File: config.mk
export PLATFORM = sky130hd
export DESIGN_NAME = mem_phase_sequencer
export DESIGN_NICKNAME = d
export VERILOG_FILES = /design/src/rtl/mseq_pkg.sv /design/src/rtl/mseq_phase_shifter.sv /design/src/rtl/mseq_strobe_decode.sv /design/src/rtl/mseq_addr_counter.sv /design/src/rtl/mem_phase_sequencer.sv
export SDC_FILE = /design/constraint.sdc
export NUM_CORES = 1
export LEC_CHECK = 0
export BUFFER_PORTS_ARGS = -buffer_cell sky130_fd_sc_hd__clkbuf_2
export CAP_MARGIN = 10
export CORE_UTILIZATION = 25
export DETAILED_ROUTE_END_ITERATION = 16
export PLACE_DENSITY = 0.59
export SETUP_SLACK_MARGIN = 0.4
export SLEW_MARGIN = 20
export SYNTH_ARGS = -nofsm -noshare
export SYNTH_HDL_FRONTEND = slang
export SYNTH_HIERARCHICAL = 1
export SYNTH_SLANG_ARGS = --single-unit
File: constraint.sdc
create_clock -name clk -period 2.12 [get_ports clk]
set_clock_uncertainty 0.15 [all_clocks]
set_input_delay 0.424 -clock clk [delete_from_list [all_inputs] [get_ports clk]]
set_output_delay 0.424 -clock clk [all_outputs]
set_load 0.01 [all_outputs]
File: src/rtl/mseq_pkg.sv
package mseq_pkg;

  localparam int PHASES  = 4;
  localparam int PERIODS = 2 * PHASES - 1;

  // bit PHASES-1 is F1, bit 0 is F(PHASES)
  typedef logic [PHASES-1:0] phase_t;

  typedef struct packed {
    logic cs_n;
    logic we_n;
    logic latch_n;
    logic buf_en_n;
    logic addr_inc;
  } strobe_t;

  // Value of phase Fk (k counts from 1)
  function automatic logic ph(input phase_t p, input int k);
    return p[PHASES-k];
  endfunction

  // One right shift; the serial input is the complement of the last phase
  function automatic phase_t phase_next(input phase_t p);
    return {~p[0], p[PHASES-1:1]};
  endfunction

  // First period pattern: only F1 set
  function automatic phase_t phase_first();
    phase_t r;
    r = '0;
    r[PHASES-1] = 1'b1;
    return r;
  endfunction

  // Rising half: period k is Fk high and F(k+1) low; the last one is F1 and F(PHASES)
  // Falling half: period PHASES+j is Fj low and F(j+1) high
  function automatic logic in_period(input phase_t p, input int n);
    if (n < PHASES)
      return ph(p, n) & ~ph(p, n + 1);
    else if (n == PHASES)
      return ph(p, 1) & ph(p, PHASES);
    else
      return ~ph(p, n - PHASES) & ph(p, n - PHASES + 1);
  endfunction

endpackage

File: src/rtl/mseq_phase_shifter.sv
module mseq_phase_shifter
  import mseq_pkg::*;
(
  input  logic   clk,
  input  logic   rst_n,
  input  logic   start,
  output phase_t phase,
  output logic   idle,
  output logic   accept
);

  assign idle   = (phase == '0);
  assign accept = start & idle;

  always_ff @(posedge clk or negedge rst_n) begin
    if (!rst_n)
      phase <= '0;
    else if (accept)
      phase <= phase_first();
    else if (!idle)
      phase <= phase_next(phase);
  end

endmodule

File: src/rtl/mseq_strobe_decode.sv
module mseq_strobe_decode
  import mseq_pkg::*;
(
  input  phase_t               phase,
  input  logic                 wr_sel,
  output logic [PERIODS-1:0]   period_hot,
  output strobe_t              strobe
);

  genvar n;
  generate
    for (n = 1; n <= PERIODS; n++) begin : g_period
      assign period_hot[n-1] = in_period(phase, n);
    end
  endgenerate

  logic sel_on;
  logic wr_on;

  assign sel_on = ph(phase, 2);
  assign wr_on  = ph(phase, 1) & ph(phase, 3) & wr_sel;

  always_comb begin
    strobe.cs_n     = ~sel_on;
    strobe.we_n     = ~wr_on;
    strobe.latch_n  = ~period_hot[PHASES];      // period PHASES+1
    strobe.buf_en_n = ~(sel_on & wr_sel);
    strobe.addr_inc = period_hot[PERIODS-1];    // last period
  end

endmodule

File: src/rtl/mseq_addr_counter.sv
module mseq_addr_counter #(
  parameter int ADDR_W = 4
) (
  input  logic              clk,
  input  logic              rst_n,
  input  logic              step,
  output logic [ADDR_W-1:0] addr
);

  localparam logic [ADDR_W-1:0] ONE = ADDR_W'(1);

  always_ff @(posedge clk or negedge rst_n) begin
    if (!rst_n)
      addr <= '0;
    else if (step)
      addr <= addr + ONE;
  end

endmodule

File: src/rtl/mem_phase_sequencer.sv
module mem_phase_sequencer
  import mseq_pkg::*;
#(
  parameter int ADDR_W = 4
) (
  input  logic              clk,
  input  logic              rst_n,
  input  logic              start,
  input  logic              wr_mode,
  output logic              cs_n,
  output logic              we_n,
  output logic              latch_n,
  output logic              buf_en_n,
  output logic              addr_inc,
  output logic [ADDR_W-1:0] addr,
  output logic              busy,
  output logic [3:0]        phase
);

  phase_t             phase_q;
  logic               idle;
  logic               start_ok;
  logic               wr_mode_q;
  logic [PERIODS-1:0] period_hot;
  strobe_t            strb;

  mseq_phase_shifter u_shift (
    .clk    (clk),
    .rst_n  (rst_n),
    .start  (start),
    .phase  (phase_q),
    .idle   (idle),
    .accept (start_ok)
  );

  // mode is captured with the start so a later change cannot disturb the operation
  always_ff @(posedge clk or negedge rst_n) begin
    if (!rst_n)
      wr_mode_q <= 1'b0;
    else if (start_ok)
      wr_mode_q <= wr_mode;
  end

  mseq_strobe_decode u_dec (
    .phase      (phase_q),
    .wr_sel     (wr_mode_q),
    .period_hot (period_hot),
    .strobe     (strb)
  );

  mseq_addr_counter #(.ADDR_W(ADDR_W)) u_addr (
    .clk   (clk),
    .rst_n (rst_n),
    .step  (strb.addr_inc),
    .addr  (addr)
  );

  assign cs_n     = strb.cs_n;
  assign we_n     = strb.we_n;
  assign latch_n  = strb.latch_n;
  assign buf_en_n = strb.buf_en_n;
  assign addr_inc = strb.addr_inc;
  assign busy     = ~idle;
  assign phase    = phase_q;

endmodule

### Word level (Yosys, flattened, before mapping)

Index checks and enable logic that the tools add are counted.

* input port bits: 4
* output and inout port bits: 14
* bits in registers: 9

* equal/unequal tests: 1
* add/subtract/negate cells: 1
* reduce and logical (&&, ||, !) cells: 1
* bitwise gates (word level): 14
* muxes and demuxes: 2

Operators by type and width (number)
* 4-bit 2-to-1 mux: 2
* 1-bit inverter: 8
* 1-bit bitwise AND: 6
* 4-bit by 1-bit adder with 4-bit output (second input constant): 1
* 4-bit logical NOT: 1
* 2-bit by 1-bit inequality test with 1-bit output (second input constant): 1

### Depth between registers and ports, before layout

Gate-level depths: netlist of the first run.

* depth in word-level cells: 3
* gate-level depth with buffers: 4
* depth with buffers taken out: 3

### Modules after synthesis

The synthesis of the first run kept the hierarchy.

Modules (own cells, without submodules)
* mseq_addr_counter: area an instance 160.2 µm², cells each 11, instances 1, sequential area each 100.1 µm²
* mseq_phase_shifter: area an instance 140.1 µm², cells each 11, instances 1, sequential area each 100.1 µm²
* mseq_strobe_decode: area an instance 70.1 µm², cells each 12, instances 1, sequential area each 0.0 µm²
* mem_phase_sequencer: area an instance 43.8 µm², cells each 3, instances 1, sequential area each 25.0 µm²

### Least setup slack after synthesis of the first run

Ideal clock, no wire load.

* path kind: flip-flop to flip-flop
* from: reg u_shift.phase[1]
* to: reg wr_mode_q
* data required time: 1.845 ns
* setup slack: 0.650 ns
* buffers on the path: 0
* stages on the path, launching flop included: 4
* setup time: 0.125 ns
* data arrival time: 1.194 ns
* period minus slack after synthesis: 1.470 ns
* path through: dfrtp_1 -> nor4_2 -> and2_1 -> mux2_4

* cells in the longest elaborated chain, start to end: 2

Ends and longest elaborated chain
* start: declaration: line mseq_phase_shifter.sv:7 `output phase_t phase,`
* start signal: assignment: line mseq_phase_shifter.sv:19 `phase <= phase_first();`
* start signal: assignment: line mseq_phase_shifter.sv:21 `phase <= phase_next(phase);`
* 4-bit logical NOT: line mseq_phase_shifter.sv:12 `assign idle = (phase == '0);`
* net idle: line mem_phase_sequencer.sv:21 `logic idle;`
* 1-bit bitwise AND: line mseq_phase_shifter.sv:13 `assign accept = start & idle;`
* net start_ok: line mem_phase_sequencer.sv:22 `logic start_ok;`
* end signal: assignment: line mem_phase_sequencer.sv:41 `wr_mode_q <= wr_mode;`
* end: declaration: line mem_phase_sequencer.sv:23 `logic wr_mode_q;`

The timed path passes the listed nets, and every way through them passes these cells.
A chain may end at the register's enable or synchronous reset.

### Worst setup path in the final report of the first run

* from: reg u_shift.phase[0]
* to: out busy

* cells in the longest elaborated chain, start to end: 2

Ends and longest elaborated chain
* 4-bit logical NOT: line mseq_phase_shifter.sv:12
* net idle: line mem_phase_sequencer.sv:21
* 1-bit inverter: line mem_phase_sequencer.sv:63 `assign busy = ~idle;`
* end: declaration: line mem_phase_sequencer.sv:16 `output logic busy,`

The timed path passes the listed nets, and every way through them passes these cells.

==> results of run 1 <==
## registers in the layout, indices dropped and copies added, names as in the netlist
signal / cells
u_shift/phase: 4
u_addr/addr: 4
wr_mode_q: 1
## worst register-to-register path: stages (launching register included)
cell	delay, ns
dfrtp_1	0.41
nor4_4	0.29
and2_1	0.18
mux2_4	0.29
## final cells by class
type / count / area, um^2 / share of cell area (%)
Tap cell: 15 / 18.8 / 3.46
Multi-Input combinational cell: 16 / 136 / 25.1
Inverter: 2 / 7.51 / 1.38
Clock buffer: 4 / 26.3 / 4.84
Timing Repair Buffer: 22 / 125 / 23.0
Sequential cell: 9 / 229 / 42.2
## layer usage
layer / up-vias / wire length (um) / global-route usage, % / share of wire (%)
met4: 0 / 0 / 2.50 / 0
met1: 127 / 307 / 9.30 / 44
li1: 142 / - / - / -
met2: 6 / 354 / 16.0 / 51
met5: - / 0 / 0 / 0
met3: 0 / 29 / 9.78 / 4.2
## power groups by stage
stage / Sequential, mW / Clock [mW] / Combinational [mW]
after floorplan: 0.364 / 0 / 0.166
final: 0.351 / 0.123 / 0.352
after global routing: 0.365 / 0.148 / 0.399
after detailed placement: 0.349 / 0 / 0.297
after CTS: 0.351 / 0.132 / 0.358
after global placement: 0.343 / 0 / 0.297
## repair_timing
item | 4_1_cts | 5_1_grt
resized for setup | 5 | 0
hold endpoints to repair | 9 | 0
hold buffers | 1 | 0
pin swaps | 1 | 0
cloned | 0 | 0
setup buffers | 4 | 0
setup endpoints to repair | 2 | 2
## cell usage in the layout (no fill, tap or decap)
master         instances
nor4_4                 1
dfrtp_2                3
nand3_1                1
clkbuf_4               3
mux2_2                 1
inv_1                  2
nand2_1                2
dfrtp_1                6
clkbuf_1               1
nor2b_2                1
nand4_1                1
xor2_1                 1
buf_4                  4
and2_1                 1
clkbuf_2              17
dlygate4sd3_1          1
ha_1                   1
nor2_1                 1
xnor2_1                2
nor4_1                 1
mux2_4                 1
nand2b_1               1
## worst max path at each step
stage | startpoint | end | slack [ns]
2_1_floorplan | u_shift/phase[1] | wr_mode_q | 0.68
3_3_place_gp | u_shift/phase[1] | addr_inc | 0.62
3_5_place_dp | u_shift/phase[1] | addr_inc | 0.56
4_1_cts | u_shift/phase[0] | busy | 0.39
5_1_grt | u_shift/phase[0] | busy | 0.35
6_report | u_shift/phase[0] | busy | 0.41
==> results.json, run 1 <==
{
  "arrival_ns": 1.14,
  "reg2reg_slack_ns": 0.68,
  "die_area_um2": 1670,
  "drt-total-wl_um": 691,
  "path_clk_slew_ns": 0.05,
  "grt_max_degree": 10,
  "critical_path_buf_inv_count": 2,
  "holdCritStartpoint": "wr_mode",
  "required_ns": 1.55,
  "p_clk_share_pct": 14.9,
  "rows": 13,
  "nFillCells": 140,
  "first_pass_iters": 1,
  "num_io_pins": 18,
  "worstSetupPathType": "reg -> out",
  "dp_cells": 59,
  "root_buffer": "clkbuf_4",
  "worstMarginPinSlew_ns": 0.243,
  "min_to": "wr_mode_q",
  "crit_family": "flip-flops",
  "grt-ovfl-total": 0,
  "final_core_util_pct": 40.2,
  "crit_fanout": 3,
  "cp-start-kind": "flop",
  "portBuffers": 17,
  "core_um2": 1350,
  "hpwlAfterDp_um": 514,
  "avgSynthCellArea_um2": 12.1,
  "leakage_nw": 0.262,
  "clock-sinks": 9,
  "status": "finished, final reports clean",
  "wire_per_inst_um": 10.2,
  "swShare_pct": 37.1,
  "detail_route.iter0.violations": 0,
  "pwr-share-comb_pct": 42.6,
  "drc": 0,
  "drv_cap": 0,
  "grt_pass1_vias": 240,
  "pwr-share-seq_pct": 42.5,
  "syn_inst": 31,
  "place_area_um2": 462,
  "ctsLongestPathBuffers": 2,
  "setup_viol": 0,
  "p_int_mw": 0.520,
  "fin_crit_sh_pct": 80.7,
  "cp.depth": 3,
  "slew_viol_final": 0,
  "period_minus_slack_ns": 1.71,
  "p_switching_mw": 0.306,
  "cts_tree": "built",
  "worst_setup_path_end_kind": "output port",
  "rsz0062_at_grt": "true",
  "pre_cts_slack_ns": 0.565,
  "cts_made_buffers": 3,
  "viasPerCell": 4.04,
  "drtAntennaViolNets": 0,
  "htreeDepth": 1,
  "reg2reg_from": "u_shift/phase[0]",
  "path_cells": "nor4_4, inv_1, clkbuf_2",
  "fin_area_um2": 543,
  "whs_ns": 0.251,
  "max-vdd-ir-drop_mv": 0.589,
  "clock.fmax_ghz": 0.584,
  "tns_ns": 0,
  "worstRegToRegCells": 3,
  "synth.net_count": 36,
  "vias": 275,
  "powerDensity_nw_per_um2": 1520,
  "reg2reg_to": "wr_mode_q",
  "slew_headroom_pct": 83.6,
  "antenna_found_initial": 0,
  "worst_path_largest_cell_delay_ns": 0.41,
  "start_util_pct": 27.9,
  "insertion_delay_ns": 0.25,
  "synth_warnings": 6,
  "finalNonFillerCells": 68,
  "min_path_cells": 2,
  "drive_gt1_share_pct": 58.5,
  "gp_congestion": 0.744,
  "antenna_cells": 0,
  "die_x_um": 40.8,
  "layout.nets": 59,
  "globalRouteTotalUtil_pct": 10.2,
  "timing.final.ws_setup_ns": 0.409,
  "hold_class": "in -> reg",
  "hold_viol": 0,
  "cp_slowest_cell": "dfrtp_1",
  "totalPowerFinal_mw": 0.826,
  "grt_first_pass_wirelength_mm": 1.00,
  "syn_area_um2": 377,
  "syn2layout_area_growth_pct": 44.2,
  "die_y_um": 40.8
}
Power figures use the tool's default switching activity.
==> run 2, diff against run 1 <==
==> constraint.sdc (replaced) <==
create_clock -name clk -period 1.6 [get_ports clk]
set_clock_uncertainty 0.15 [all_clocks]
set_input_delay 0.32 -clock clk [delete_from_list [all_inputs] [get_ports clk]]
set_output_delay 0.32 -clock clk [all_outputs]
set_load 0.01 [all_outputs]
==> results.json, run 2 (synthesis gave the netlist of run 1 again) <==
{
  "cts_made_buffers": 3,
  "rows": 13,
  "dp_cells": 60,
  "drv_cap": 0,
  "hold_class": "in -> reg",
  "violations": "negative setup slack",
  "antenna_found_initial": 0,
  "die_y_um": 40.8,
  "multi_input_area_um2": 188,
  "portBuffers": 17,
  "drt-total-wl_mm": 1.07,
  "drc": 0,
  "grt-ovfl-total": 0,
  "slew_headroom_pct": 84.7,
  "rsz0062_at_grt": "true",
  "syn2layout_area_growth_pct": 104,
  "fin_area_um2": 767,
  "core_um2": 1350,
  "final_common_cell": "buf_6",
  "tns_ns": -0.0658,
  "ctsLongestPathBuffers": 2,
  "insertion_delay_ns": 0.26,
  "drive_gt1_share_pct": 75.4,
  "antenna_cells": 0,
  "first_pass_iters": 1,
  "finalNonFillerCells": 80,
  "timing.final.ws_setup_ns": -0.0529,
  "die_area_um2": 1670,
  "clock.fmax_ghz": 0.605,
  "viasPerCell": 4.26,
  "drtAntennaViolNets": 0,
  "worstMarginPinSlew_ns": 0.228,
  "seq_area_um2": 229,
  "hpwlAfterDp_um": 531,
  "totalPowerFinal_mw": 1.62,
  "fin_crit_sh_pct": 103,
  "period_minus_slack_ns": 1.65,
  "mostFrequentLayoutCells": "16 x buf_6, 9 x buf_4, 6 x dfrtp_1",
  "leakage_nw": 0.379,
  "layout.nets": 71,
  "gp_congestion": 0.636,
  "setup_viol": 3,
  "powerDensity_nw_per_um2": 2110,
  "worstSetupPathType": "reg -> out",
  "slew_viol_final": 0,
  "cts_tree": "built",
  "status": "complete, but fails checks",
  "crit_fanout": 2,
  "arrival_ns": 1.18,
  "final_core_util_pct": 56.8,
  "nFillCells": 112,
  "worst_setup_path_end_kind": "output port",
  "clock-sinks": 9,
  "top_regs": "u_addr/addr x4, u_shift/phase x4, wr_mode_q x1",
  "vias": 341,
  "hold_viol": 0,
  "start_util_pct": 27.9,
  "root_buffer": "clkbuf_4",
  "max-vdd-ir-drop_mv": 0.615,
  "cp-start-kind": "flop",
  "htreeDepth": 1,
  "place_area_um2": 474,
  "wire_per_inst_um": 13.3,
  "detail_route.iter0.violations": 0,
  "required_ns": 1.13,
  "grt_pass1_vias": 258,
  "path_clk_slew_ns": 0.07,
  "globalRouteTotalUtil_pct": 11.2,
  "die_x_um": 40.8,
  "grt_first_pass_wirelength_mm": 1.14,
  "num_io_pins": 18,
  "grt_max_degree": 10
}
[run 2: cell types whose count changed in the layout (fill, tap and decap cells not counted), sizes merged]
cell | before | now
buf | 4 | 29
clkbuf | 21 | 8
[run 2: report_power, final]
part | switching [mW] | total [mW] | internal [mW]
registers | 0.126 | 0.464 | 0.339
clock network | 0.0905 | 0.187 | 0.0964
logic | 0.364 | 0.964 | 0.600
[run 2: path summary, 6_finish.rpt]
| kind | startpoint | to | slack (ns) | depth (start not counted) |
|---|---|---|---|---|
| max in group asynchronous | rst_n | u_shift/phase[0] | 0.81 | 2 |
| min in group asynchronous | rst_n | u_shift/phase[2] | 0.28 | 2 |
| worst max register to register | u_shift/phase[0] | wr_mode_q | 0.13 | 3 |
| worst min-delay path | wr_mode | wr_mode_q | 0.15 | 2 |
| worst min register to register | u_shift/phase[3] | u_shift/phase[2] | 0.33 | 0 |
| worst max-delay path | u_shift/phase[0] | busy | -0.05 | 3 |
[run 2: worst max-delay path: stages (launching register included)]
cell,delay [ns]
dfrtp_2,0.43
nor4_4,0.30
inv_1,0.07
clkbuf_2,0.12
[run 2: cell type report]
class                      count  share of cell area, %
inverter                       2                  0.979
timing repair buffer          34                   38.8
sequential                     9                   29.9
tap                           15                   2.45
multi-input combinational     16                   24.5
clock buffer                   4                   3.43
[run 2: stage by stage]
| stage | hold slack [ns] | setup WS, ns |
|---|---|---|
| 2_1_floorplan | -0.126 | 0.163 |
| 3_3_place_gp | 0.0353 | 0.139 |
| 3_5_place_dp | 0.0344 | 0.137 |
| 4_1_cts | 0.137 | -0.0491 |
| 5_1_grt | 0.138 | -0.116 |
| 6_report | 0.149 | -0.0529 |
[run 2: routing by layer]
layer	GRT usage, %	part of all wire [%]
met5	0	0
met4	10.0	0
met3	3.26	0.75
met2	13.7	54
met1	15.4	45
[run 2: repair_timing]
action                     in CTS  in global routing
setup buffers                   5                 10
pin swaps                       2                  3
hold endpoints to repair        9                  0
setup endpoints to repair      19                 19
hold buffers                    1                  0
gates resized for setup         5                 38
==> run 3, diff against run 2 <==
--- a/config.mk
+++ b/config.mk
@@ -8,6 +8,7 @@
 export BUFFER_PORTS_ARGS = -buffer_cell sky130_fd_sc_hd__clkbuf_2
 export CAP_MARGIN = 10
 export CORE_UTILIZATION = 25
+export CTS_BUF_LIST = sky130_fd_sc_hd__clkbuf_4 sky130_fd_sc_hd__clkbuf_8 sky130_fd_sc_hd__clkbuf_16
 export DETAILED_ROUTE_END_ITERATION = 16
 export PLACE_DENSITY = 0.59
 export SETUP_SLACK_MARGIN = 0.4
==> results.json, run 3 (synthesis gave the netlist of run 1 again) <==
{
  "setup_viol": 3,
  "worst_setup_path_end_kind": "output port",
  "drtAntennaViolNets": 0,
  "cts_made_buffers": 3,
  "pre_cts_slack_ns": 0.137,
  "holdCritStartpoint": "wr_mode",
  "slew_headroom_pct": 85.2,
  "grt_pass1_vias": 259,
  "grt_max_degree": 10,
  "vias": 338,
  "tns_ns": -0.0617,
  "crit_fanout": 2,
  "clock-sinks": 9,
  "path_cells": "nor4_4, inv_1, clkbuf_2",
  "gp_congestion": 0.636,
  "hold_class": "in -> reg",
  "arrival_ns": 1.18,
  "drt-total-wl_mm": 1.03,
  "insertion_delay_ns": 0.27,
  "htreeDepth": 1,
  "totalPowerFinal_mw": 1.63,
  "cp_slowest_cell": "dfrtp_2",
  "die_x_um": 40.8,
  "worst_path_largest_cell_delay_ns": 0.43,
  "wire_per_inst_um": 13.1,
  "leakage_nw": 0.381,
  "grt_use_met1_pct": 15.1,
  "antenna_found_initial": 0,
  "worstSetupPathType": "reg -> out",
  "start_util_pct": 27.9,
  "root_buffer": "clkbuf_4",
  "first_pass_iters": 1,
  "antenna_cells": 0,
  "hpwlAfterDp_um": 531,
  "globalRouteTotalUtil_pct": 11.1,
  "violations": "negative setup slack",
  "seq_area_um2": 229,
  "viasPerCell": 4.28,
  "max-vdd-ir-drop_mv": 0.765,
  "nFillCells": 114,
  "grt_use_met2_pct": 13.7,
  "final_common_cell": "buf_6",
  "final_core_util_pct": 57.2,
  "die_area_um2": 1670,
  "rows": 13,
  "syn2layout_area_growth_pct": 105,
  "hold_viol": 0,
  "mostFrequentLayoutCells": "15 x buf_6, 8 x buf_4, 6 x dfrtp_1",
  "fin_crit_sh_pct": 103,
  "clock.fmax_ghz": 0.607,
  "die_y_um": 40.8,
  "cts_tree": "built",
  "num_io_pins": 18,
  "drv_cap": 0,
  "status": "complete, but fails checks",
  "drive_gt1_share_pct": 76.6,
  "worstMarginPinSlew_ns": 0.221,
  "drc": 0,
  "slew_viol_final": 0,
  "layout.nets": 70,
  "top_regs": "u_addr/addr x4, u_shift/phase x4, wr_mode_q x1",
  "period_minus_slack_ns": 1.65,
  "grtUsageMet3_pct": 3.26,
  "detail_route.iter0.violations": 0,
  "multi_input_area_um2": 188,
  "grt_first_pass_wirelength_mm": 1.12,
  "ctsLongestPathBuffers": 2,
  "whs_ns": 0.143,
  "path_clk_slew_ns": 0.06,
  "reg2reg_from": "u_shift/phase[0]",
  "crit_path_start": "u_shift/phase[0]",
  "core_um2": 1350,
  "timing.final.ws_setup_ns": -0.0486,
  "portBuffers": 17,
  "busiest_layer": "met1",
  "required_ns": 1.13,
  "rsz0062_at_grt": "true",
  "grt-ovfl-total": 0,
  "powerDensity_nw_per_um2": 2110,
  "cp-start-kind": "flop"
}
[run 3: cell type report]
class                           instances  share of cell area (%)
Timing Repair Buffer                   33                    38.7
Tap cell                               15                    2.43
Multi-Input combinational cell         16                    24.3
Inverter                                2                   0.972
Sequential cell                         9                    29.7
Clock buffer                            4                    3.89
[run 3: what timing repair did]
| item | 4_1_cts | 5_1_grt |
|---|---|---|
| endpoints found under the setup margin | 19 | 19 |
| gates resized for setup | 5 | 37 |
| pin swaps | 2 | 3 |
| hold endpoints to repair | 9 | 0 |
| hold buffers | 1 | 0 |
| buffers inserted | 5 | 9 |
[run 3: final timing paths]
path / to / slack, ns / cells after the start
worst max-delay path: busy / -0.05 / 3
worst min-delay path: wr_mode_q / 0.14 / 2
worst max register to register: wr_mode_q / 0.14 / 3
worst min register to register: u_addr/addr[3] / 0.33 / 1
max in group asynchronous: u_shift/phase[0] / 0.81 / 2
min in group asynchronous: wr_mode_q / 0.28 / 2
[run 3: metrics by stage]
step | cells | instance area [um^2]
after floorplan | 31 | 382
after global placement | 60 | 474
after detailed placement | 60 | 474
after CTS | 70 | 577
after global routing | 79 | 772
final | 79 | 772
[run 3: layer usage]
metal	part of all wire [%]	vias up	routed length, um
met5	0	-	0
met4	1.8	0	19
met3	1.2	2	12
met2	52	6	532
met1	45	165	468
li1	-	165	-
[run 3: power breakdown]
group	leakage, nW	switching, mW	internal, mW
clock	0.0184	0.0857	0.113
combinational	0.259	0.361	0.608
sequential	0.104	0.126	0.339
total	0.381	0.572	1.06
[run 3: worst max-delay path, delay by kind of cell (launching register included)]
family	cells	cell delay, ns
buffers and inverters	2	0.18
and+or+nand+nor	1	0.29
DFF	1	0.43
